**src/rtl/gp_timer.sv**
```systemverilog
module gp_timer #(
  parameter int WIDTH   = 32,
  parameter int PRE_MAX = 8
) (
  input  logic             clk,
  input  logic             rst_n,
  input  logic             wr_en,
  input  logic [2:0]       wr_addr,
  input  logic [WIDTH-1:0] wr_data,
  input  logic             cap_in,
  output logic [WIDTH-1:0] count_o,
  output logic [WIDTH-1:0] capture_o,
  output logic [2:0]       irq_status_o,
  output logic             pwm_o,
  output logic             irq_o
);
  localparam int CW = 12;
  localparam logic [WIDTH-1:0] CNT_MAX = '1;

  logic [CW-1:0]      ctrl_q;
  logic [WIDTH-1:0]   load_q, cmp_q, cnt_q, cap_q, cnt_nxt;
  logic [2:0]         st_q, en_q, sync_q;
  logic [PRE_MAX-1:0] pre_q, pre_lim;
  logic [3:0]         n_eff;
  logic               pwm_q;

  wire run    = ctrl_q[0];
  wire auto_r = ctrl_q[1];
  wire oneshot = ctrl_q[2];
  wire pre_en = ctrl_q[3];
  wire pulse  = ctrl_q[10];

  wire wr_ctrl = wr_en && wr_addr == 3'd0;
  wire wr_load = wr_en && wr_addr == 3'd1;
  wire wr_cmp  = wr_en && wr_addr == 3'd2;
  wire wr_cnt  = wr_en && wr_addr == 3'd3;
  wire wr_st   = wr_en && wr_addr == 3'd4;
  wire wr_ien  = wr_en && wr_addr == 3'd5;

  assign n_eff   = (ctrl_q[7:4] > 4'(PRE_MAX)) ? 4'(PRE_MAX) : ctrl_q[7:4];
  assign pre_lim = ~({PRE_MAX{1'b1}} << n_eff);

  wire tick = run && (!pre_en || pre_q == pre_lim);
  wire adv  = tick && !wr_cnt;
  wire ovf  = adv && cnt_q == CNT_MAX;
  assign cnt_nxt = ovf ? (auto_r ? load_q : '0) : cnt_q + 1'b1;
  wire cmp_ev = adv && cnt_nxt == cmp_q;

  wire rise   = sync_q[1] & ~sync_q[2];
  wire fall   = ~sync_q[1] & sync_q[2];
  wire cap_ev = (ctrl_q[8] & rise) | (ctrl_q[9] & fall);

  always_ff @(posedge clk) begin
    if (!rst_n) begin
      ctrl_q <= '0;
      load_q <= '0;
      cmp_q  <= '0;
      cnt_q  <= '0;
      cap_q  <= '0;
      st_q   <= '0;
      en_q   <= '0;
      sync_q <= '0;
      pre_q  <= '0;
      pwm_q  <= 1'b0;
    end else begin
      if (wr_ctrl)                         ctrl_q <= wr_data[CW-1:0];
      else if (ovf && oneshot && !auto_r)  ctrl_q[0] <= 1'b0;
      if (wr_load) load_q <= wr_data;
      if (wr_cmp)  cmp_q  <= wr_data;
      if (wr_ien)  en_q   <= wr_data[2:0];

      if (wr_cnt)   cnt_q <= wr_data;
      else if (adv) cnt_q <= cnt_nxt;

      if (wr_cnt || !run || tick) pre_q <= '0;
      else if (pre_en)            pre_q <= pre_q + 1'b1;

      sync_q <= {sync_q[1:0], cap_in};
      if (cap_ev) cap_q <= cnt_q;

      st_q <= (st_q & ~(wr_st ? wr_data[2:0] : 3'b000)) | {cap_ev, cmp_ev, ovf};

      if (wr_ctrl)           pwm_q <= 1'b0;
      else if (pulse)        pwm_q <= ovf | cmp_ev;
      else if (ovf | cmp_ev) pwm_q <= ~pwm_q;
    end
  end

  assign count_o      = cnt_q;
  assign capture_o    = cap_q;
  assign irq_status_o = st_q;
  assign pwm_o        = pwm_q ^ ctrl_q[11];
  assign irq_o        = |(st_q & en_q);


  cnt_write_chk: assert property (@(posedge clk) disable iff (!rst_n)
    wr_cnt |=> cnt_q == $past(wr_data));

  stop_hold_chk: assert property (@(posedge clk) disable iff (!rst_n)
    (!run && !wr_cnt) |=> $stable(cnt_q));

  pre_hold_chk: assert property (@(posedge clk) disable iff (!rst_n)
    (run && pre_en && pre_q != pre_lim && !wr_cnt) |=> $stable(cnt_q));

  ovf_wrap_chk: assert property (@(posedge clk) disable iff (!rst_n)
    (adv && cnt_q == CNT_MAX && !auto_r) |=> (cnt_q == '0 && st_q[0]));

  oneshot_stop_chk: assert property (@(posedge clk) disable iff (!rst_n)
    (ovf && oneshot && !auto_r && !wr_ctrl) |=> !ctrl_q[0]);

  sticky_cmp_chk: assert property (@(posedge clk) disable iff (!rst_n)
    (st_q[1] && !(wr_st && wr_data[1])) |=> st_q[1]);
endmodule

```
**config.mk**
```make
export PLATFORM = sky130hd
export DESIGN_NAME = gp_timer
export DESIGN_NICKNAME = d
export VERILOG_FILES = /design/src/rtl/gp_timer.sv
export SDC_FILE = /design/constraint.sdc
export NUM_CORES = 1
export LEC_CHECK = 0
export ABC_CLOCK_PERIOD_IN_PS = 3300
export BUFFER_PORTS_ARGS = -buffer_cell sky130_fd_sc_hd__buf_2
export CORE_ASPECT_RATIO = 1.5
export CORE_MARGIN = 1.5
export CORE_UTILIZATION = 50
export DETAILED_ROUTE_END_ITERATION = 8
export PLACE_DENSITY = 0.73
export SKIP_CTS_REPAIR_TIMING = 1
export SYNTH_ARGS = -nofsm -noshare
export SYNTH_HDL_FRONTEND = slang
export SYNTH_SLANG_ARGS = --single-unit
```
**constraint.sdc**
```tcl
create_clock -name clk -period 3.3 [get_ports clk]
set_input_delay 0.165 -clock clk [delete_from_list [all_inputs] [get_ports clk]]
set_output_delay 0.165 -clock clk [all_outputs]
set_load 0.005 [all_outputs]
```
# Word-level counts from Yosys, hierarchy flattened
# Index checks and enable logic that the tools add are counted.
# word_totals
register_bits	158
in_bits	39
out_inout_bits	69
wordCells	75
# op_classes
n_addsub	2
order_cmp	1
n_eq_ne	8
shift	1
muxes	10
n_bitwise	16
n_reduce_logical	26
# op_table
cell	count
$mux 32	4
$add 32x1->32 const B	1
$eq 32x32->1	1
$eq 32x32->1 const B	1
$logic_and 1x1->1	12
$add 8x1->8 const B	1
$eq 8x8->1	1
$not 8->8	1
$shl 8x4->8 const A	1
$and 3x3->3	2
$eq 3x2->1 const B	2
$eq 3x3->1 const B	2
$reduce_bool 2->1	3
$and 1x1->1	4
$gt 4x4->1 const B	1
$logic_not 1->1	4
$mux 1	4
$mux 4	1
$not 1->1	4
$reduce_or 2->1	2
$eq 3x1->1 const B	1
$logic_not 3->1	1
$logic_or 1x1->1	3
$mux 3	1
other kinds (5)	6

# Logic depth before layout (Yosys ltp)
# logic_depth
depth_word	15
ltp_mapped	15

# Worst setup path before layout
# OpenSTA, ideal clock, no wires.
# synth_path
path_kind	reg-to-reg
startpoint	register cnt_q[0], in the netlist count_o[0]
endpoint	register pwm_q
setup_ns	0.062
arrival_time_ns	3.536
t_required_ns	3.238
slack_ns	-0.298
stages_incl_launch_ff	13
path_buffers	2
period_less_slack_ns	3.598
path_cell_list	dfxtp_1 ha_1 and3_1 buf_2 nand3_4 or4_1 buf_2 nor2_2 o211ai_1 a2111o_1 or4_1 or4_1 nand3_1
# synth_via
elab_chain_cells	7
elab_cells_between_ends	9
cone_classes	add/sub: 1; eq/ne: 2; mux: 2; bitwise: 1; reduce/logical: 3
# synth_rtl
item	line	text
start, declared	21	logic [WIDTH-1:0] load_q, cmp_q, cnt_q, cap_q, cnt_nxt;
start signal, assigned	72	if (wr_cnt) cnt_q <= wr_data;
start signal, assigned	73	else if (adv) cnt_q <= cnt_nxt;
parallel branches: the longest is 5 deep, another holds $add 32x1->32	-	
$or 1x1->1 *	84, 85	
$mux 1 / $reduce_bool 2->1 (equally long branches)	-	
end signal, assigned	84	else if (pulse) pwm_q <= ovf | cmp_ev;
end signal, assigned	85	else if (ovf | cmp_ev) pwm_q <= ~pwm_q;
end, declared	25	logic pwm_q;
# Every way passes the cells marked *.
# A chain may end at the register's enable or synchronous reset.

# Worst setup path after layout
# layout_path
startpoint	register cnt_q[5], in the netlist count_o[5]
endpoint	register pwm_q
# Same word-level chain as after synthesis.

==> flow_summary.ini <==
[status]
status = complete, but fails checks
violations = hold timing, setup timing

[yosys]
yosys_warnings = 0
synthTopCellsByCount = nand2_1, a21oi_1, dfxtp_1, clkbuf_1, nor2_1
async_flop_share_pct = 0
synth_edf_count = 0
synth_most_common_cell = nand2_1
syn_nets = 1166
ys_ff_latch = 158
syn_inst = 1125
synth_flop_cell = dfxtp_1
synth.area.top_cells = dfxtp_1, nand2_1, a21oi_1
seq_area_frac_synth_pct = 38.5
synth_area_leader_cell = dfxtp_1
synth_area_um2 = 8210
yosys.cell_types.count = 64
synth_top_area_share_pct = 38.5
syn_area_per_cell_um2 = 7.30

[timing]
holdWs_ns = -0.0168
worst_pin_slew_ns = 0.932
fmax_mhz = 302
setup_slack_ns = -0.00790
fin_skew_ns = 0.00930
min_period_over_period_pct = 100
hold_violations = 21
slew_headroom_pct = 37.8
setup_tns_ns = -0.0103
finalMaxSlewViolations = 0
rsz0062_at_grt = yes
period_minus_slack_ns = 3.31
setup_viol = 2

[drt]
drtAntennaViolNets = 0
drt_iter0_markers = 722
route.detailed.drc = 0
num_vias = 9202
drt-total-wl_um = 30600
first_pass_iters = 5
drt-wirelength-per-cell_um = 20.0
viasPerCell = 6.01

[power]
power_leakage_nw = 4.15
p_per_area_nw_per_um2 = 413
ir_drop_mv = 0.322

[grt]
grtUsageTotal_pct = 35.8
antenna_found_initial = 0
grt_pass1_wl_um = 46900
grt-ovfl-total = 0
grt_pass1_vias = 8632
grt_max_degree = 88

[final_layout]
fin_cells = 1532
drive_above_1_share_pct = 24.9
stdcell_area_um2 = 10600
area_growth_pct = 29.7
diodes = 0
nNetsFinal = 1354
nFillCells = 1462
utilization_pct = 66.1

[setup_path]
reg2reg_depth = 9
crit_end = pwm_q$_SDFFE_PP0P_
cp_data_required_time_ns = 3.69
worst_setup_path_end_kind = flip-flop
cp-start-kind = flip-flop
critPathMaxFanout = 6
startpoint = count_o[5]$_SDFFE_PN0P_
reg2reg_slack_ns = -0.008
r2r-start = count_o[5]$_SDFFE_PN0P_
timing.rr.end = pwm_q$_SDFFE_PP0P_
worstSetupPathType = flip-flop to flip-flop
critPathArrivalTime_ns = 3.69

[clock_tree]
cts_root_buf = clkbuf_16
clock_latency_ns = 0.44
h-tree-depth = 4
clock_path_buffers = 2
clk_pin_slew_ns = 0.06
cts_tree = done
cts.sinks = 158
cts_made_buffers = 17

[die]
core_um2 = 16100
dieArea_um2 = 17200
ios = 108
die_width_um = 108
die_h_um = 160
row_count = 57
start_util_pct = 50.9

[worst_hold_path]
min_path_type = input port to flip-flop

[placement]
dpl.cell_count = 1486
dp_hpwl_um = 21300
placed_area_um2 = 9750
gp_congestion = 1.02
port_buffers = 107
pre_cts_ws_ns = -0.134

[job]
cap_viol_max_count = 0
[kinds of logic (layout without fill, tap and decap cells)]
kind of cell	after synthesis	after routing	share of synthesized area, %
flip-flops	158	158	38.5
AND/OR/NAND/NOR	528	528	29.7
buffers and inverters	100	301	4.92
adder cells (fa/ha/maj)	2	2	0.305
multiplexers	6	6	0.732
XOR/XNOR	56	56	5.97
AO/OA/AOI/OAI	275	275	19.8
[sequential cells by signal, summed over array words and instances, names as in the netlist]
signal,flops
capture_o,32
cmp_q,32
count_o,32
load_q,32
ctrl_q,12
pre_q,8
en_q,3
irq_status_o,3
sync_q,3
pwm_q,1
[area by class of cell]
| type | instances | area, um^2 | share of cell area (%) |
|---|---|---|---|
| tap | 206 | 258 | 2.42 |
| clock buffer | 19 | 443 | 4.16 |
| sequential | 158 | 3180 | 29.9 |
| timing repair buffer | 254 | 1730 | 16.2 |
| multi-input combinational | 867 | 4820 | 45.2 |
| clock inverter | 13 | 161 | 1.52 |
| inverter | 15 | 58.8 | 0.552 |
[per-stage QoR]
stage	power [mW]	hold slack, ns
2_1_floorplan	2.19	0.292
3_3_place_gp	2.36	0.379
3_5_place_dp	2.36	0.394
4_1_cts	4.37	-0.0519
5_1_grt	4.53	-0.000457
6_report	4.40	-0.0168
[layout by cell type, fill, tap and decap left out, types with 4 or more instances in the layout]
cell type and n:
and4_1 4, dfxtp_2 7, dfxtp_1 148, xor2_1 29
dlygate4sd3_1 11, nand2b_1 8, buf_4 129, nand3_1 38
a211oi_1 4, nor2_1 60, inv_1 13, nor3_1 22
nor4_4 4, a211o_1 5, nand4b_1 5, o211ai_1 22
buf_2 107, nand4_1 24, nor4_1 4, o21ai_0 23
nand2_1 299, xnor2_1 25, buf_12 4, a31oi_1 12
or3_1 7, o21a_1 4, and3_1 11, a311oi_1 6
a21oi_1 168, and2_1 9, clkinv_2 4, mux2i_1 6
clkbuf_16 17
[critical path: stages, from the launching register on]
cell,delay [ns]
dfxtp_1,0.43
and3_4,0.26
nand3_4,0.16
or4_4,0.63
nor2_4,0.19
o211ai_1,0.11
a2111o_1,0.41
or4_4,0.57
or4_4,0.43
nand3_2,0.06
[worst min path at each step]
stage,startpoint,endpoint,slack [ns],cells after the start
detailed placement,cap_in,sync_q[0]$_SDFF_PN0_,0.39,2
CTS,cap_in,sync_q[0]$_SDFF_PN0_,-0.05,2
global placement,cap_in,sync_q[0]$_SDFF_PN0_,0.38,2
global route,wr_data[31],cmp_q[31]$_SDFFE_PN0P_,-0.0005,3
finish,wr_data[13],load_q[13]$_SDFFE_PN0P_,-0.02,3
floorplan,cap_in,sync_q[0]$_SDFF_PN0_,0.29,1
[power by group]
group          total [mW]  leakage (nW)  switching (mW)  internal, mW
registers            1.97          1.28          0.0321          1.94
clock network        2.05         0.298           0.834          1.21
logic               0.380          2.57           0.228         0.152
total                4.40          4.15            1.09          3.31
[per-layer routing]
layer / up-vias / share of wire, % / global-route usage, %
met5: - / 0 / 0
met4: 0 / 7.0 / 23.3
met3: 135 / 7.1 / 6.57
met2: 443 / 49 / 60.0
met1: 4336 / 37 / 41.0
li1: 4288 / - / -
No activity file was read; power rests on OpenSTA's default activity.
